$ cat src/rtl/iowin_pkg.sv
package iowin_pkg;
  localparam int DW       = 32;
  localparam int AW       = 36;
  localparam int SHIFT    = 21;
  localparam int LOW_W    = 15;
  localparam int HIGH_W   = 7;
  localparam int REMAP_W  = 11;
  localparam int OFS_W    = 4;

  localparam logic [OFS_W-1:0] OFS_LOW   = 4'h0;
  localparam logic [OFS_W-1:0] OFS_HIGH  = 4'h4;
  localparam logic [OFS_W-1:0] OFS_REMAP = 4'h8;

  localparam logic [LOW_W-1:0]   LOW_RST   = 15'h080;
  localparam logic [HIGH_W-1:0]  HIGH_RST  = 7'h0F;
  localparam logic [REMAP_W-1:0] REMAP_RST = 11'h080;
endpackage

$ cat src/rtl/iowin_regs.sv
module iowin_regs
  import iowin_pkg::*;
#(
  parameter int P_DW = DW
) (
  input  logic                clk,
  input  logic                rst_n,
  input  logic                wr,
  input  logic                rd,
  input  logic [OFS_W-1:0]    addr,
  input  logic [P_DW-1:0]     wdata,
  output logic [LOW_W-1:0]    low_q,
  output logic [HIGH_W-1:0]   high_q,
  output logic [REMAP_W-1:0]  remap_q,
  output logic [P_DW-1:0]     rdata,
  output logic                rvalid
);
  logic [LOW_W-1:0]   low_d;
  logic [HIGH_W-1:0]  high_d;
  logic [REMAP_W-1:0] remap_d;
  logic [P_DW-1:0]    rdata_d;
  logic               unused_wbits;

  assign unused_wbits = ^wdata[P_DW-1:LOW_W];

  always_comb begin
    low_d   = low_q;
    high_d  = high_q;
    remap_d = remap_q;
    if (wr) begin
      case (addr)
        OFS_LOW: begin
          low_d   = wdata[LOW_W-1:0];
          remap_d = wdata[REMAP_W-1:0];
        end
        OFS_HIGH:  high_d  = wdata[HIGH_W-1:0];
        OFS_REMAP: remap_d = wdata[REMAP_W-1:0];
        default: ;
      endcase
    end
  end

  always_comb begin
    case (addr)
      OFS_LOW:   rdata_d = {{(P_DW-LOW_W){1'b0}}, low_q};
      OFS_HIGH:  rdata_d = {{(P_DW-HIGH_W){1'b0}}, high_q};
      OFS_REMAP: rdata_d = {{(P_DW-REMAP_W){1'b0}}, remap_q};
      default:   rdata_d = '0;
    endcase
  end

  always_ff @(posedge clk or negedge rst_n) begin
    if (!rst_n) begin
      low_q   <= LOW_RST;
      high_q  <= HIGH_RST;
      remap_q <= REMAP_RST;
    end else if (wr) begin
      low_q   <= low_d;
      high_q  <= high_d;
      remap_q <= remap_d;
    end
  end

  always_ff @(posedge clk or negedge rst_n) begin
    if (!rst_n) begin
      rdata  <= '0;
      rvalid <= 1'b0;
    end else begin
      rvalid <= rd;
      if (rd) rdata <= rdata_d;
    end
  end
endmodule

$ cat src/rtl/iowin_calc.sv
module iowin_calc
  import iowin_pkg::*;
#(
  parameter int P_AW    = AW,
  parameter int P_SHIFT = SHIFT
) (
  input  logic              clk,
  input  logic              rst_n,
  input  logic [LOW_W-1:0]  low_q,
  input  logic [HIGH_W-1:0] high_q,
  output logic              valid_q,
  output logic [P_AW-1:0]   base_q,
  output logic [P_AW-1:0]   len_q
);
  localparam int SPAN_W = HIGH_W + 1;
  localparam logic [SPAN_W-1:0] RST_SPAN =
    {1'b0, HIGH_RST} + SPAN_W'(1) - {1'b0, LOW_RST[HIGH_W-1:0]};
  localparam logic [P_AW-1:0] RST_BASE = P_AW'(LOW_RST) << P_SHIFT;
  localparam logic [P_AW-1:0] RST_LEN  = P_AW'(RST_SPAN) << P_SHIFT;
  localparam logic RST_VALID = (LOW_RST[HIGH_W-1:0] <= HIGH_RST);

  logic              valid_d;
  logic [SPAN_W-1:0] span;
  logic [P_AW-1:0]   base_d;
  logic [P_AW-1:0]   len_d;

  always_comb begin
    valid_d = (low_q[HIGH_W-1:0] <= high_q);
    span    = {1'b0, high_q} + SPAN_W'(1) - {1'b0, low_q[HIGH_W-1:0]};
    base_d  = P_AW'(low_q) << P_SHIFT;
    len_d   = P_AW'(span) << P_SHIFT;
  end

  always_ff @(posedge clk or negedge rst_n) begin
    if (!rst_n) begin
      valid_q <= RST_VALID;
      base_q  <= RST_BASE;
      len_q   <= RST_LEN;
    end else begin
      valid_q <= valid_d;
      if (valid_d) begin
        base_q <= base_d;
        len_q  <= len_d;
      end
    end
  end
endmodule

$ cat src/rtl/iowin_hit.sv
module iowin_hit #(
  parameter int P_AW = 36
) (
  input  logic            valid,
  input  logic [P_AW-1:0] base,
  input  logic [P_AW-1:0] len,
  input  logic [P_AW-1:0] addr,
  output logic            hit
);
  logic [P_AW:0] end_x;

  always_comb begin
    end_x = {1'b0, base} + {1'b0, len};
    hit   = valid && (addr >= base) && ({1'b0, addr} < end_x);
  end
endmodule

$ cat src/rtl/iowin_decoder.sv
module iowin_decoder
  import iowin_pkg::*;
(
  input  logic                clk,
  input  logic                rst_n,
  input  logic                reg_wr,
  input  logic                reg_rd,
  input  logic [OFS_W-1:0]    reg_addr,
  input  logic [DW-1:0]       reg_wdata,
  output logic [DW-1:0]       reg_rdata,
  output logic                reg_rvalid,
  input  logic [AW-1:0]       cpu_addr,
  output logic                win_valid,
  output logic [AW-1:0]       win_base,
  output logic [AW-1:0]       win_len,
  output logic                win_hit,
  output logic [REMAP_W-1:0]  remap_val
);
  logic [1:0]        rst_pipe;
  logic              rst_q;
  logic [LOW_W-1:0]  low_q;
  logic [HIGH_W-1:0] high_q;

  always_ff @(posedge clk or negedge rst_n) begin
    if (!rst_n) rst_pipe <= 2'b00;
    else        rst_pipe <= {rst_pipe[0], 1'b1};
  end
  assign rst_q = rst_pipe[1];

  iowin_regs #(.P_DW(DW)) u_regs (
    .clk    (clk),
    .rst_n  (rst_q),
    .wr     (reg_wr),
    .rd     (reg_rd),
    .addr   (reg_addr),
    .wdata  (reg_wdata),
    .low_q  (low_q),
    .high_q (high_q),
    .remap_q(remap_val),
    .rdata  (reg_rdata),
    .rvalid (reg_rvalid)
  );

  iowin_calc #(.P_AW(AW), .P_SHIFT(SHIFT)) u_calc (
    .clk    (clk),
    .rst_n  (rst_q),
    .low_q  (low_q),
    .high_q (high_q),
    .valid_q(win_valid),
    .base_q (win_base),
    .len_q  (win_len)
  );

  iowin_hit #(.P_AW(AW)) u_hit (
    .valid(win_valid),
    .base (win_base),
    .len  (win_len),
    .addr (cpu_addr),
    .hit  (win_hit)
  );
endmodule

$ cat config.mk
export PLATFORM = sky130hd
export DESIGN_NAME = iowin_decoder
export DESIGN_NICKNAME = d
export VERILOG_FILES = /design/src/rtl/iowin_pkg.sv /design/src/rtl/iowin_regs.sv /design/src/rtl/iowin_calc.sv /design/src/rtl/iowin_hit.sv /design/src/rtl/iowin_decoder.sv
export SDC_FILE = /design/constraint.sdc
export NUM_CORES = 1
export LEC_CHECK = 0
export ABC_AREA = 1
export BUFFER_PORTS_ARGS = -buffer_cell sky130_fd_sc_hd__buf_2
export CORE_MARGIN = 4
export CORE_UTILIZATION = 60
export DETAILED_ROUTE_END_ITERATION = 6
export PLACE_DENSITY = 0.87
export SLEW_MARGIN = 20
export SYNTH_ARGS = -nofsm -noshare
export SYNTH_HDL_FRONTEND = slang
export SYNTH_HIERARCHICAL = 1
export SYNTH_SLANG_ARGS = --single-unit
export TNS_END_PERCENT = 5
$ cat constraint.sdc
create_clock -name clk -period 6.3 [get_ports clk]
set_input_delay 0.315 -clock clk [delete_from_list [all_inputs] [get_ports clk]]
set_output_delay 0.315 -clock clk [all_outputs]
set_load 0.01 [all_outputs]
==> impl_metrics.ini, run 1 <==
[detailed_routing]
vias = 8205
vias_per_cell = 5.40
drtAntennaViolNets = 0
dr.pass1.iters = 7
finalWirelength_mm = 23.3
drc_errors = 5
wl_per_cell_um = 15.3
drt_iter0_markers = 745

[floorplanning]
row_count = 43
die_y_um = 127
io_pins = 194
core_um2 = 13800
die-width_um = 127
initial_core_util_pct = 61.2
die_area_um2 = 16100

[critical_path]
max_stage_delay_ns = 0.41
rrSetupSlack_ns = 4.10
critPathSlowestCell = dfrtp_1
reg2reg_to = u_calc/len_q[28]$_DFFE_PN0P_
crit_buf_inv = 1
crit_top_cell = nand2_1
reg2reg_depth = 16
crit_path_end_kind = output pin
reg2reg_from = u_regs/high_q[2]$_DFFE_PN1P_
cp.depth = 18
critPathLaunchType = register
arrival_ns = 3.49
cp_cell_sequence = ha_1 > a21oi_1 > nand2_1 > nand2_1 > nand2_1 > a21oi_1 > o21ai_0 > nand2_1 > nand2_1 > ha_1 > nand2_1 > nor2_1 > a211oi_1 > nand2_1 > nand2_1 > nand2_1 > nor2_2 > buf_2
crit_path_max_fanout = 6
required_ns = 5.98
path_class = register to output pin
cpLargestDelayFamily = compound AO/OA/AOI/OAI gates

[clock_tree]
htreeDepth = 3
clock_path_buffers = 2
clk_pin_slew_worst_paths_ns = 0.06
clk_latency_ns = 0.34
numCtsBuffers = 9
cts_tree = done
root_buffer = clkbuf_16
clock-sinks = 75

[sta]
fin_crit_ns = 3.81
slew_headroom_pct = 41.5
post-route-period-util_pct = 60.4
timing.fmax_ghz = 0.263
rsz0062_at_grt = no
hold_viol = 0
skew_ns = 0.00710
finalWorstSetupSlack_ns = 2.49
drv_slew = 0
fin_setup_tns_ns = 0
worst_pin_slew_ns = 0.877
setup_viol = 0

[synthesis]
yosys-top-cells-count = nand2_1, inv_1, ha_1
ys_seq_area_share_pct = 22.3
synth.most_common_cell = nand2_1
synthArstFlopShare_pct = 100
syn_avg_cell_area_um2 = 6.90
synth_top_area_share_pct = 19.5
synth_top_flop_cell = dfrtp_1
synth.area.top_cells = dfrtp_1, ha_1, nand2_1
yosysTopAreaCell = dfrtp_1
synth_edf_count = 0
synth.distinct_cells = 47
synth_warnings = 6
netlist_area_um2 = 8460
ys_ff_latch = 75
synthCells = 1226

[place]
dp_hpwl_mm = 18.8
gp_congestion = 0.929
dp_slack_ns = 2.91
numPortBuffers = 110

[global_route]
grtUsageTotal_pct = 28.5
antenna_found_initial = 2
grt_pass1_vias = 7887
grt-ovfl-total = 0
grt_pass1_wl_mm = 37.4
grt_max_degree = 74

[worst_hold_path]
whs_path_depth = 3
min_to = u_regs/high_q[0]$_DFFE_PN1P_
hold_class = input pin to register
hold_start = reg_wdata[0]

[power_and_ir_drop]
p_per_area_nw_per_um2 = 372
p_seq_share_pct = 22.3
internal_power_uw = 1740
power_frac_clock_pct = 16.4
netSwitchingFraction_pct = 49.3
ir_drop_mv = 0.258
p_switching_uw = 1690
p_comb_share_pct = 61.3
p_leak_uw = 0.00516

[job]
drv_cap = 0

[outcome]
violations = DRC
status = complete, but fails checks

[final_layout]
nNetsFinal = 1536
drive_gt1_share_pct = 13.6
synthToLayoutAreaGrowth_pct = 9.20
metrics by stage:
stage | area, um2 | instances | total power, uW | utilization [%] | hold WS, ns
after floorplan | 8700 | 1290 | 2270 | - | 0.0194
after global placement | 8890 | 1501 | 2710 | 64.3 | 0.100
after detailed placement | 8890 | 1501 | 2770 | 64.3 | 0.102
after CTS | 9230 | 1518 | 3360 | 66.8 | 0.177
after global routing | 9240 | 1520 | 3760 | 66.8 | 0.199
final | 9240 | 1520 | 3430 | 66.8 | 0.184
how the worst max path moves through the flow:
stage / startpoint / endpoint / slack [ns]
6_report: u_calc/base_q[23]$_DFFE_PN0P_ / win_hit / 2.49
5_1_grt: u_calc/base_q[23]$_DFFE_PN0P_ / win_hit / 2.27
4_1_cts: u_calc/base_q[23]$_DFFE_PN0P_ / win_hit / 2.54
3_5_place_dp: u_calc/base_q[23]$_DFFE_PN0P_ / win_hit / 2.91
3_3_place_gp: u_calc/base_q[23]$_DFFE_PN0P_ / win_hit / 2.93
2_1_floorplan: u_calc/len_q[25]$_DFFE_PN1P_ / win_hit / 3.54
registers in the layout, summed over array words and instances (netlist names):
signal,cells
u_regs/rvalid,1
u_regs/remap_q,11
u_calc/valid_q,1
u_calc/base_q,15
u_calc/len_q,8
u_regs/rdata,15
u_regs/low_q,15
u_regs/high_q,7
rst_pipe,2
worst min-delay path: stages:
cell and delay [ns]:
buf_2 0.11, nand2_1 0.05, nand2_1 0.05
logic make-up after synthesis:
family                   after synthesis  share of synthesized area [%]
buffers and inverters                265                           15.2
flip-flops                            75                           22.3
other                                  3                          0.133
AO/OA/AOI/OAI                        190                           13.2
adder cells (fa/ha/maj)              127                           18.9
AND/OR/NAND/NOR                      537                           27.2
XOR/XNOR                              29                           3.00
power by group through the flow:
stage | Sequential (uW) | Combinational (uW) | Clock [uW]
6_report | 765 | 2100 | 562
5_1_grt | 787 | 2380 | 595
4_1_cts | 765 | 2030 | 566
3_5_place_dp | 770 | 2000 | 0
3_3_place_gp | 764 | 1940 | 0
2_1_floorplan | 784 | 1490 | 0
repair_timing:
item                                   in CTS  in global routing
hold buffers                                1                  0
buffers inserted                            0                  0
endpoints found under the hold margin       2                  0
resized for setup                           0                  0
setup endpoints to repair                   0                  0
layer usage:
metal,routed length [um],global-route usage (%),vias to the layer above
met5,0,0,-
li1,-,-,4046
met1,9220,34.4,3747
met4,826,9.97,0
met2,11600,50.7,346
met3,1630,5.22,66
layout by cell type (no fill, tap or decap), drive strengths merged, types with 4 or more instances in the layout:
master	Yosys	final
xnor2	11	11
ha	126	126
a21oi	77	77
o21a	11	11
nand3b	5	5
nand3	68	68
buf	77	111
clkbuf	3	9
o21bai	12	12
nor2	91	91
inv	184	188
nand4	9	9
a31oi	4	4
xor2	18	18
nand2	352	352
a21o	7	7
dfrtp	66	66
o21ai	69	69
nor4	8	8
dfstp	9	9
conb	3	67
layout make-up:
type | instances | area (um2)
multi-input cells | 950 | 5520
fillers | 1183 | 4590
flip-flops and latches | 75 | 1890
inverters | 185 | 694
repair buffers | 112 | 568
clock buffers | 9 | 225
well taps | 180 | 225
clock inverters | 7 | 105
diodes | 2 | 5.00
No activity file was read; power rests on OpenSTA's default activity.
==> inputs of run 2 (changes only) <==
--- a/config.mk
+++ b/config.mk
@@ -8,9 +8,9 @@
 export ABC_AREA = 1
 export BUFFER_PORTS_ARGS = -buffer_cell sky130_fd_sc_hd__buf_2
 export CORE_MARGIN = 4
-export CORE_UTILIZATION = 60
+export CORE_UTILIZATION = 51
 export DETAILED_ROUTE_END_ITERATION = 6
-export PLACE_DENSITY = 0.87
+export PLACE_DENSITY = 0.79
 export SLEW_MARGIN = 20
 export SYNTH_ARGS = -nofsm -noshare
 export SYNTH_HDL_FRONTEND = slang
==> constraint.sdc (replaced) <==
create_clock -name clk -period 3.27 [get_ports clk]
set_input_delay 0.1635 -clock clk [delete_from_list [all_inputs] [get_ports clk]]
set_output_delay 0.1635 -clock clk [all_outputs]
set_load 0.01 [all_outputs]
==> impl_metrics.ini, run 2 (same netlist as run 1, synthesis figures left out) <==
[critical_path]
cp.depth = 18
critPathLaunchType = register
path_class = register to output pin
critPathSlowestCell = dfstp_2
reg2reg_from = u_regs/high_q[2]$_DFFE_PN1P_
reg2reg_to = u_calc/len_q[28]$_DFFE_PN0P_
cp_cell_sequence = ha_4 > nand2_2 > nor2_1 > nor2_1 > o21ai_0 > a21oi_1 > nand2_1 > nand2_1 > nand2_2 > ha_4 > a21oi_2 > nor2_1 > a211oi_1 > nand2_1 > nand2_1 > nand2_1 > nor2_2 > buf_2
crit_path_end_kind = output pin
reg2reg_depth = 14
max_stage_delay_ns = 0.56
crit_buf_inv = 1
arrival_ns = 3.06
cpLargestDelayFamily = simple AND/OR/NAND/NOR gates
crit_path_max_fanout = 5
rrSetupSlack_ns = 1.11
required_ns = 3.11
crit_top_cell = nand2_1

[detailed_routing]
drtAntennaViolNets = 0
finalWirelength_mm = 23.2
drt_iter0_markers = 519
vias_per_cell = 5.14
drc_errors = 0
dr.pass1.iters = 5
vias = 8042
wl_per_cell_um = 14.8

[place]
dp_slack_ns = 0.215
numPortBuffers = 110
dp_hpwl_mm = 19.0
gp_congestion = 0.962

[worst_hold_path]
whs_path_depth = 3
hold_class = input pin to register
min_to = u_regs/high_q[0]$_DFFE_PN1P_
hold_start = reg_wdata[0]

[final_layout]
largestRegisters = u_calc/base_q (15), u_regs/low_q (15), u_regs/rdata (15)
multi_input_area_um2 = 5800
seq_area_um2 = 1890
fillers = 1492
antenna_cells = 0
layout_commonest_cell = nand2_1
nNetsFinal = 1547
drive_gt1_share_pct = 18.2
synthToLayoutAreaGrowth_pct = 13.7
post-route-util_pct = 59.9
mostFrequentLayoutCells = nand2_1, inv_1, ha_1

[sta]
worst_pin_slew_ns = 0.908
post-route-period-util_pct = 98.4
skew_ns = 0.0122
fin_setup_tns_ns = 0
finalWorstSetupSlack_ns = 0.0514
timing.fmax_ghz = 0.311
hold_viol = 0
rsz0062_at_grt = yes
drv_slew = 0
fin_crit_ns = 3.22
whs_ns = 0.0431
setup_viol = 0
slew_headroom_pct = 39.4

[clock_tree]
htreeDepth = 3
clk_latency_ns = 0.33
clk_pin_slew_worst_paths_ns = 0.06
root_buffer = clkbuf_16
clock-sinks = 75
numCtsBuffers = 9
cts_tree = done
clock_path_buffers = 2

[global_route]
grt_pass1_wl_mm = 35.6
grt_max_degree = 74
grt-ovfl-total = 0
antenna_found_initial = 0
grt_pass1_vias = 7551
grtUsageTotal_pct = 23.8

[power_and_ir_drop]
p_per_area_nw_per_um2 = 747
power_uw = 7180
ir_drop_mv = 0.426
p_leak_uw = 0.00522

[floorplanning]
die_y_um = 137
die_area_um2 = 18700
die-width_um = 137
initial_core_util_pct = 52.7
core_um2 = 16100
io_pins = 194
row_count = 46

[job]
drv_cap = 0

[outcome]
status = completed
run 2: metal layers:
metal | up-vias | global-route usage [%] | share of wire (%)
met4 | 0 | 7.10 | 2.4
li1 | 4073 | - | -
met2 | 226 | 42.2 | 50
met1 | 3705 | 29.6 | 41
met5 | - | 0 | 0
met3 | 38 | 4.26 | 6.0
run 2: layout make-up:
type | instances | share of cell area (%)
Inverter | 185 | 7.22
Sequential cell | 75 | 19.7
Multi-Input combinational cell | 950 | 60.3
Tap cell | 216 | 2.81
Clock buffer | 10 | 2.49
Clock inverter | 6 | 0.729
Timing Repair Buffer | 123 | 6.77
run 2: worst reg2reg max path, cell delays in order (launching register included):
cell and delay [ns]:
dfstp_2 0.56, inv_1 0.05, ha_1 0.37, nand2_1 0.12, nand2_1 0.10, inv_1 0.05
ha_1 0.18, inv_1 0.06, nand2_1 0.09, nand2_1 0.07, nand2_1 0.09, nand2_1 0.10
nand3_1 0.08, nand3_1 0.09, nand2_1 0.05
run 2: how the worst max path moves through the flow:
stage / startpoint / to / slack, ns
2_1_floorplan: u_calc/len_q[25]$_DFFE_PN1P_ / win_hit / 0.66
3_3_place_gp: u_calc/base_q[22]$_DFFE_PN0P_ / win_hit / 0.25
3_5_place_dp: u_calc/len_q[25]$_DFFE_PN1P_ / win_hit / 0.21
4_1_cts: u_calc/base_q[23]$_DFFE_PN0P_ / win_hit / 0.002
5_1_grt: u_calc/len_q[27]$_DFFE_PN0P_ / win_hit / -0.14
6_report: u_calc/len_q[25]$_DFFE_PN1P_ / win_hit / 0.05
run 2: power by group:
part	switching [uW]	internal (uW)	leakage (uW)
combinational	2820	1840	0.00417
clock	396	617	0.000142
sequential	299	1210	0.000910
total	3510	3670	0.00522
run 2: timing repair:
| item | CTS | global route |
|---|---|---|
| endpoints found under the setup margin | 1 | 1 |
| cloned | 0 | 0 |
| resized for setup | 12 | 55 |
| endpoints found under the hold margin | 2 | 0 |
| setup buffers | 0 | 7 |
| hold buffers | 1 | 0 |
| pin swaps | 2 | 23 |
run 2: metrics by stage:
step	instance area (um2)	instances
2_1_floorplan	8700	1290
6_report	9620	1565
4_1_cts	9350	1558
3_5_place_dp	8960	1541
3_3_place_gp	8960	1541
5_1_grt	9620	1565
